File: src/rtl/bkpt_pkg.sv
package bkpt_pkg;

  typedef enum logic [1:0] {
    MODE_OFF    = 2'b00,
    MODE_SINGLE = 2'b01,
    MODE_MULTI  = 2'b10,
    MODE_PROG   = 2'b11
  } bkpt_mode_e;

  localparam int REG_CFG  = 0;
  localparam int REG_ACMP = 1;
  localparam int REG_AMSK = 2;
  localparam int REG_CCMP = 3;
  localparam int REG_CMSK = 4;

  localparam int HIT_BIT  = 8;
  localparam int CTL_W    = 2;
  localparam int CTL_DIR  = 1;
  localparam int CTL_KIND = 0;

  // One address bit agrees when it is masked out or equal to the compare bit.
  function automatic logic addr_bit_ok(logic a, logic c, logic m);
    return m | ~(a ^ c);
  endfunction

  // One control attribute agrees when masked or equal to its compare value.
  function automatic logic ctl_attr_ok(logic val, logic cmp, logic msk);
    return msk | (val == cmp);
  endfunction

endpackage

File: src/rtl/bkpt_regs.sv
module bkpt_regs
  import bkpt_pkg::*;
#(
  parameter int ADDR_W = 24,
  parameter int DATA_W = 32,
  parameter int RAW    = 3
) (
  input  logic              clk,
  input  logic              rst_n,
  input  logic              wr,
  input  logic [RAW-1:0]    addr,
  input  logic [DATA_W-1:0] wdata,
  input  logic              hit_set,
  output bkpt_mode_e        mode,
  output logic [ADDR_W-1:0] acmp,
  output logic [ADDR_W-1:0] amsk,
  output logic [CTL_W-1:0]  ccmp,
  output logic [CTL_W-1:0]  cmsk,
  output logic              hit_q,
  output logic [DATA_W-1:0] rdata
);

  localparam int PAD_A = DATA_W - ADDR_W;
  localparam int PAD_C = DATA_W - CTL_W;

  logic wr_cfg, wr_acmp, wr_amsk, wr_ccmp, wr_cmsk;
  logic hit_clr;
  logic unused_wdata_hi;

  assign wr_cfg  = wr && (addr == RAW'(REG_CFG));
  assign wr_acmp = wr && (addr == RAW'(REG_ACMP));
  assign wr_amsk = wr && (addr == RAW'(REG_AMSK));
  assign wr_ccmp = wr && (addr == RAW'(REG_CCMP));
  assign wr_cmsk = wr && (addr == RAW'(REG_CMSK));
  assign hit_clr = wr_cfg && wdata[HIT_BIT];
  assign unused_wdata_hi = ^wdata[DATA_W-1:ADDR_W];

  always_ff @(posedge clk or negedge rst_n) begin
    if (!rst_n) begin
      mode <= MODE_OFF;
      acmp <= '0;
      amsk <= '0;
      ccmp <= '0;
      cmsk <= '0;
    end else begin
      if (wr_cfg)  mode <= bkpt_mode_e'(wdata[1:0]);
      if (wr_acmp) acmp <= wdata[ADDR_W-1:0];
      if (wr_amsk) amsk <= wdata[ADDR_W-1:0];
      if (wr_ccmp) ccmp <= wdata[CTL_W-1:0];
      if (wr_cmsk) cmsk <= wdata[CTL_W-1:0];
    end
  end

  // Set wins over clear in the same cycle.
  always_ff @(posedge clk or negedge rst_n) begin
    if (!rst_n)       hit_q <= 1'b0;
    else if (hit_set) hit_q <= 1'b1;
    else if (hit_clr) hit_q <= 1'b0;
  end

  always_comb begin
    rdata = '0;
    case (addr)
      RAW'(REG_CFG): begin
        rdata[1:0]     = mode;
        rdata[HIT_BIT] = hit_q;
      end
      RAW'(REG_ACMP): rdata = {{PAD_A{1'b0}}, acmp};
      RAW'(REG_AMSK): rdata = {{PAD_A{1'b0}}, amsk};
      RAW'(REG_CCMP): rdata = {{PAD_C{1'b0}}, ccmp};
      RAW'(REG_CMSK): rdata = {{PAD_C{1'b0}}, cmsk};
      default:        rdata = '0;
    endcase
  end

endmodule

File: src/rtl/bkpt_addr_cmp.sv
module bkpt_addr_cmp
  import bkpt_pkg::*;
#(
  parameter int ADDR_W = 24
) (
  input  logic [ADDR_W-1:0] cyc_addr,
  input  logic [ADDR_W-1:0] acmp,
  input  logic [ADDR_W-1:0] amsk,
  output logic              match
);

  logic [ADDR_W-1:0] bit_ok;

  for (genvar i = 0; i < ADDR_W; i++) begin : g_bit
    assign bit_ok[i] = addr_bit_ok(cyc_addr[i], acmp[i], amsk[i]);
  end

  assign match = &bit_ok;

endmodule

File: src/rtl/bkpt_ctrl_cmp.sv
module bkpt_ctrl_cmp
  import bkpt_pkg::*;
(
  input  logic             cyc_read,
  input  logic             cyc_instr,
  input  logic [CTL_W-1:0] ccmp,
  input  logic [CTL_W-1:0] cmsk,
  output logic             match
);

  logic [CTL_W-1:0] attr;
  logic [CTL_W-1:0] attr_ok;

  always_comb begin
    attr           = '0;
    attr[CTL_DIR]  = cyc_read;
    attr[CTL_KIND] = cyc_instr;
  end

  for (genvar i = 0; i < CTL_W; i++) begin : g_attr
    assign attr_ok[i] = ctl_attr_ok(attr[i], ccmp[i], cmsk[i]);
  end

  assign match = &attr_ok;

endmodule

File: src/rtl/bus_bkpt_cmp.sv
module bus_bkpt_cmp
  import bkpt_pkg::*;
#(
  parameter int ADDR_W = 24,
  parameter int DATA_W = 32,
  parameter int RAW    = 3
) (
  input  logic              clk,
  input  logic              rst_n,
  input  logic              cfg_wr,
  input  logic [RAW-1:0]    cfg_addr,
  input  logic [DATA_W-1:0] cfg_wdata,
  output logic [DATA_W-1:0] cfg_rdata,
  input  logic              cyc_valid,
  input  logic [ADDR_W-1:0] cyc_addr,
  input  logic              cyc_read,
  input  logic              cyc_instr,
  input  logic              brk_in,
  output logic              brk_out,
  output logic              brk_oe
);

  bkpt_mode_e        mode;
  logic [ADDR_W-1:0] acmp, amsk;
  logic [CTL_W-1:0]  ccmp, cmsk;
  logic              hit_q;
  logic              addr_hit, ctl_hit;
  logic              qual;
  logic              brk_q;

  bkpt_regs #(.ADDR_W(ADDR_W), .DATA_W(DATA_W), .RAW(RAW)) u_regs (
    .clk(clk), .rst_n(rst_n), .wr(cfg_wr), .addr(cfg_addr),
    .wdata(cfg_wdata), .hit_set(qual), .mode(mode), .acmp(acmp),
    .amsk(amsk), .ccmp(ccmp), .cmsk(cmsk), .hit_q(hit_q), .rdata(cfg_rdata)
  );

  bkpt_addr_cmp #(.ADDR_W(ADDR_W)) u_addr (
    .cyc_addr(cyc_addr), .acmp(acmp), .amsk(amsk), .match(addr_hit)
  );

  bkpt_ctrl_cmp u_ctrl (
    .cyc_read(cyc_read), .cyc_instr(cyc_instr), .ccmp(ccmp),
    .cmsk(cmsk), .match(ctl_hit)
  );

  always_comb begin
    case (mode)
      MODE_SINGLE: qual = cyc_valid & addr_hit & ctl_hit;
      MODE_MULTI:  qual = cyc_valid & addr_hit & ctl_hit & brk_in;
      MODE_PROG:   qual = cyc_valid & addr_hit;
      default:     qual = 1'b0;
    endcase
  end

  always_ff @(posedge clk or negedge rst_n) begin
    if (!rst_n) brk_q <= 1'b0;
    else        brk_q <= qual && (mode == MODE_SINGLE);
  end

  assign brk_out = brk_q;
  assign brk_oe  = (mode == MODE_SINGLE);

endmodule

File: config.mk
export PLATFORM = sky130hd
export DESIGN_NAME = bus_bkpt_cmp
export DESIGN_NICKNAME = d
export VERILOG_FILES = /design/src/rtl/bkpt_pkg.sv /design/src/rtl/bkpt_regs.sv /design/src/rtl/bkpt_addr_cmp.sv /design/src/rtl/bkpt_ctrl_cmp.sv /design/src/rtl/bus_bkpt_cmp.sv
export SDC_FILE = /design/constraint.sdc
export NUM_CORES = 1
export LEC_CHECK = 0
export BUFFER_PORTS_ARGS = -buffer_cell sky130_fd_sc_hd__buf_2
export CAP_MARGIN = 20
export CORE_UTILIZATION = 51
export DETAILED_ROUTE_END_ITERATION = 8
export PLACE_DENSITY = 0.84
export SYNTH_ARGS = -nofsm -noshare
export SYNTH_HDL_FRONTEND = slang
export SYNTH_SLANG_ARGS = --single-unit
File: constraint.sdc
create_clock -name clk -period 3.16 [get_ports clk]
set_clock_uncertainty 0.2 [all_clocks]
set_input_delay 0.948 -clock clk [delete_from_list [all_inputs] [get_ports clk]]
set_output_delay 0.948 -clock clk [all_outputs]
set_load 0.02 [all_outputs]
==> results of run 1 <==
## critical path, stage by stage
cell and delay (ns):
buf_2 0.11, inv_2 0.10, and3_4 0.39, a22o_1 0.20, buf_2 0.17
## Yosys cell counts, types with 4 or more instances
| cell | n | area, µm² |
|---|---|---|
| xnor2_1 | 26 | 227.7 |
| dfrtp_1 | 56 | 1401 |
| nand2_1 | 5 | 18.77 |
| mux2_1 | 10 | 112.6 |
| clkbuf_1 | 4 | 15.01 |
| buf_6 | 6 | 67.56 |
| o22ai_1 | 14 | 87.58 |
| buf_4 | 8 | 60.06 |
| nor2_1 | 6 | 22.52 |
| a22o_1 | 21 | 183.9 |
| mux2_4 | 30 | 450.4 |
| mux2_2 | 15 | 168.9 |
## stage by stage
stage                     total power [µW]  instance area, µm²  hold slack, ns  setup slack (ns)  utilization (%)
after CTS                             2123                3593          0.3213           0.08364            64.08
after global placement                1563                3465          0.2661            0.1027            61.78
after floorplan                       1412                3032          0.2444           0.08543                -
after detailed placement              1591                3465          0.2942           0.09132            61.78
final                                 2113                3593          0.3192           0.09235            64.08
after global routing                  2217                3593          0.3380           0.03993            64.08
## registers in the layout (all words and copies together), names as in the netlist
| register | count |
|---|---|
| u_regs.acmp | 24 |
| u_regs.amsk | 24 |
| u_regs.hit_q | 1 |
| u_regs.ccmp | 2 |
| brk_out | 1 |
| u_regs.mode | 2 |
| u_regs.cmsk | 2 |
## path summary, 6_finish.rpt
path / from / endpoint / slack, ns
worst max-delay path: cfg_addr[2] / cfg_rdata[21] / 0.09
worst min-delay path: u_regs.hit_q / u_regs.hit_q / 0.32
worst max register to register: u_regs.acmp[1] / brk_out / 1.28
worst min register to register: u_regs.hit_q / u_regs.hit_q / 0.32
max in group asynchronous: rst_n / u_regs.amsk[19] / 2.07
min in group asynchronous: rst_n / u_regs.amsk[3] / 0.43
## layout make-up
class                      count  share of cell area (%)
sequential                    56                   39.00
clock buffer                   5                   1.915
multi-input combinational    158                   40.98
clock inverter                 2                   1.671
inverter                       2                  0.2089
tap                           72                   2.507
timing repair buffer          90                   13.72
## power by group through the flow
stage                     logic [µW]  registers [µW]  clock network (µW)
after detailed placement         567            1020                   0
after global routing             609            1040                 573
final                            564            1010                 536
after floorplan                  427             985                   0
after global placement           549            1010                   0
after CTS                        570            1010                 542
## logic make-up (layout without fill, tap and decap cells)
family / Yosys count / after routing
compound gates: 42 / 42
xor+xnor: 26 / 26
buf+inv: 22 / 99
flops: 56 / 56
mux: 58 / 58
other cells: 1 / 8
simple gates: 24 / 24
## layout by cell type, fill, tap and decap left out, drive strengths merged
cell     n
dfrtp   56
nand2    5
nor2     6
bufinv   2
xnor2   26
nor4     2
nor3     1
nor3b    1
a22oi    1
buf     90
and2     2
and3     4
clkbuf   5
inv      2
a31oi    3
mux2i    3
a21o     1
nand4    2
o22ai   14
a22o    21
o211ai   1
conb     8
nor2b    1
a211oi   1
mux2    55
## routing by layer
metal  global-route usage [%]  up-vias
met5                        0        -
met4                    4.815        0
met3                    2.759        7
met2                    36.87       70
met1                    29.21     1059
li1                         -      981
==> results.cfg, run 1 <==
[power]
ir_worst_vdd_v = 0.0003398
p_sw_share_pct = 28.39
clockPowerShare_pct = 25.4
p_leak_uw = 0.001717
internal_power_uw = 1513
seqPwrFrac_pct = 47.9
combPwrFrac_pct = 26.7
p_sw_uw = 599.9
pwr_density_cell_nw_per_um2 = 588.1

[routing]
m1WireLength_um = 2916
via_per_inst = 5.499
drt_wl_total_um = 6459
final_antenna_net_count = 0
routed-wl-met2_um = 3205
first_iter_violations = 94
vias = 2117
remaining_drc_errors = 0
wl_met3_um = 280
routed.top_layer = met4
first_pass_iters = 4
avgRoutedWirePerCell_um = 16.78

[synth]
synthXorXnorAreaFrac_pct = 7.577
seq_area_frac_synth_pct = 46.63
synthArstFlopShare_pct = 100.0
synth_top_family_by_area = multiplexers
ys_warn_count = 0
synth_flop_cell = dfrtp_1
synth_compound_area_share_pct = 10.66
yosys.area_share.simple_pct = 4.330
synthMuxAreaShare_pct = 25.35
synth_cell_types = 30
syn_area_um2 = 3005
synth.avg_cell_area_um2 = 13.12
ys_ff_latch = 56
synth_cells = 229
synth_edf_count = 0
synthAdderAreaFrac_pct = 0

[cells_and_area]
nFillCells = 452
multi_input_area_um2 = 1473
ff_latch_area_um2 = 1401
drive_above_1_share_pct = 46.96
final_net_count = 379
syn2layout_area_growth_pct = 19.57
layoutNonFillerInstCount = 385
diodes = 0

[timing]
worstMarginPinSlew_ns = 0.5014
final.setup.tns_ns = 0
setup_violations = 0
drv_slew = 0
fin_crit_ns = 3.068
slew_headroom_pct = 66.27
rsz0062_at_grt = false
finalCritPeriodShare_pct = 97.08
hold_viol = 0
max_freq_ghz = 0.3260

[global_routing]
grtUsageTotal_pct = 21.54
grt_first_pass_wirelength_um = 10280
grt_overflow_total = 0
grt_pass1_vias = 2164
grt_max_degree = 57
antenna_found_initial = 0

[placed_design]
dp_hpwl_um = 4581
portBuffers = 83
gp_congestion = 0.8453
dp_cells = 378

[flow_run]
maxCapViolCount = 0

[worst_setup_path]
crit_path_end_kind = output pin
critPathMaxFanout = 22
reg2reg_depth = 5
worstPathArrival_ns = 1.92
required_ns = 2.01
worst-setup-path-type = input port to output pin
startpoint_type = input port

[clock_network]
cts_setup_buffers = 0
numCtsBuffers = 5
cts-htree-levels = 2
clock-sinks = 56
clkLatencyLatePin_ns = 0.30
clock-root-buffer = clkbuf_8
path_clk_slew_ns = 0.09
cts_buffer_depth = 2
hold_buffers = 0
cts_tree = done
ctsResizeCount = 0

[die]
core.rowCount = 27
initial_core_util_pct = 53.59
die_area_um2 = 6204
coreArea_um2 = 5608
ios = 100
fp.dieW_um = 78.77
die_h_um = 78.77

[worst_hold_path]
hold_class = flip-flop to flip-flop
holdPathStages = 2

[outcome]
status = completed
(Power assumes the default switching activity.)
==> inputs of run 2 (changes only) <==
==> constraint.sdc (replaced) <==
create_clock -name clk -period 3.16 [get_ports clk]
set_clock_uncertainty 0.2 [all_clocks]
set_input_delay 0.632 -clock clk [delete_from_list [all_inputs] [get_ports clk]]
set_output_delay 0.632 -clock clk [all_outputs]
set_load 0.02 [all_outputs]
==> run 2 against run 1 <==
Against the previous run:
- maximum frequency is 21% higher
- critical endpoint unchanged
- highest routed layer unchanged
- utilization is 0.85 points lower
- global-route usage is 0.21 points higher
- clock power is 13% lower
- final cell count stayed put
- register-to-register slack better by 0.02 ns
==> results.cfg, run 2 (same netlist as run 1, synthesis figures left out) <==
[routing]
remaining_drc_errors = 0
first_iter_violations = 185
final_antenna_net_count = 0
via_per_inst = 5.423
first_pass_iters = 6
vias = 2088
avgRoutedWirePerCell_um = 16.51
drt_wl_total_um = 6355

[global_routing]
grt_pass1_vias = 2087
grt_max_degree = 28
grt_overflow_total = 0
grt_first_pass_wirelength_um = 10360
antenna_found_initial = 0
grtUsageTotal_pct = 21.75

[power]
clockPowerShare_pct = 23.0
p_sw_share_pct = 29.66
ir_worst_vdd_v = 0.0003142
seqPwrFrac_pct = 49.7
combPwrFrac_pct = 27.3
pwr_density_cell_nw_per_um2 = 574.2
p_sw_uw = 603.8
p_leak_uw = 0.001694
internal_power_uw = 1432

[worst_setup_path]
critPathMaxFanout = 22
critPathSlowestCell = buf_4
required_ns = 2.33
worst-setup-path-type = input port to output pin
critPathMaxStageDelay_ns = 0.29
critPathTopFamily = buffers and inverters
crit_path_end_kind = output pin
cpMostUsedCell = buf_2
path_buf_inv = 4
cp_cell_sequence = buf_2, inv_2, nand2_1, nor2_2, buf_4, a22o_1, buf_2
startpoint_type = input port
worstPathArrival_ns = 1.71

[timing]
finalCritPeriodShare_pct = 80.38
fin_crit_ns = 2.540
rsz0062_at_grt = false
setup_violations = 0
hold_viol = 0
max_freq_ghz = 0.3937
drv_slew = 0
final.setup.tns_ns = 0

[cells_and_area]
final_common_cell = buf_2
nFillCells = 475
layout_common_cells = 83 x buf_2, 56 x dfrtp_1, 30 x mux2_4
final_cell_area_um2 = 3546
syn2layout_area_growth_pct = 17.99
reg_top3 = u_regs.acmp x24, u_regs.amsk x24
drive_above_1_share_pct = 46.65
final_net_count = 378
diodes = 0

[clock_network]
clock-root-buffer = clkbuf_8
clkLatencyLatePin_ns = 0.30
cts_tree = done
ctsResizeCount = 0
path_clk_slew_ns = 0.10
clock-sinks = 56
cts_buffer_depth = 2
numCtsBuffers = 5
cts-htree-levels = 2

[worst_hold_path]
hold_class = flip-flop to flip-flop

[die]
fp.dieW_um = 78.77
die_area_um2 = 6204
ios = 100
core.rowCount = 27
die_h_um = 78.77
coreArea_um2 = 5608
initial_core_util_pct = 53.59

[outcome]
status = completed

[placed_design]
portBuffers = 83
gp_congestion = 0.8270
dp_hpwl_um = 4538
place_area_um2 = 3425

[flow_run]
maxCapViolCount = 0
[run 2: changes by cell type in the layout (fill, tap and decap cells not counted)]
cell	delta
buf_12	-2
bufinv_16	-1
clkinv_2	+1
clkinvlp_4	+1
dlygate4sd3_1	+1
[run 2: worst register-to-register path: stages (launching register included)]
cell and delay, ns:
dfrtp_1 0.42, xnor2_1 0.17, o22ai_1 0.11, nor4_1 0.44, nand4_1 0.20, nor3b_1 0.23
[run 2: final timing paths]
kind / start / endpoint / slack (ns) / depth (start not counted)
max: cfg_addr[2] / cfg_rdata[21] / 0.62 / 7
min: u_regs.hit_q / u_regs.hit_q / 0.30 / 2
max reg2reg: u_regs.acmp[1] / brk_out / 1.30 / 5
min reg2reg: u_regs.hit_q / u_regs.hit_q / 0.30 / 2
max in group asynchronous: rst_n / u_regs.acmp[15] / 1.60 / 3
min in group asynchronous: rst_n / u_regs.amsk[6] / 0.53 / 2
[run 2: timing repair]
action                                 CTS  global route
setup buffers                            0             0
hold buffers                             1             0
endpoints found under the hold margin   10             0
[run 2: area by class of cell]
type | instances | area (µm²) | area share [%]
well taps | 72 | 90.09 | 2.541
flip-flops and latches | 56 | 1401 | 39.52
repair buffers | 89 | 462.9 | 13.06
inverters | 2 | 7.507 | 0.2117
clock inverters | 3 | 42.54 | 1.200
multi-input cells | 158 | 1473 | 41.53
clock buffers | 5 | 68.82 | 1.941
[run 2: per-stage QoR]
stage	utilization (%)	std cells	setup slack [ns]	hold slack (ns)	power, µW
after CTS	63.23	385	0.6308	0.3046	2050
after global placement	61.07	376	0.6326	0.2693	1557
after floorplan	-	236	0.7174	0.1364	1412
final	63.23	385	0.6199	0.2951	2036
after detailed placement	61.07	376	0.6300	0.2801	1579
after global routing	63.23	385	0.5447	0.3386	2141
[run 2: routing by layer]
metal	routed length, µm	GRT usage (%)	up-vias	share of wire [%]
li1	-	-	989	-
met1	2961	30.60	1017	47
met2	2995	35.48	76	47
met3	344	3.333	6	5.4
met4	53	5.000	0	0.83
met5	0	0	-	0
[run 2: power by group through the flow]
| stage | registers (µW) | logic (µW) | clock network (µW) |
|---|---|---|---|
| 4_1_cts | 1010 | 561 | 480 |
| 3_5_place_dp | 1020 | 557 | 0 |
| 3_3_place_gp | 1010 | 543 | 0 |
| 2_1_floorplan | 985 | 427 | 0 |
| 6_report | 1010 | 556 | 469 |
| 5_1_grt | 1030 | 604 | 503 |
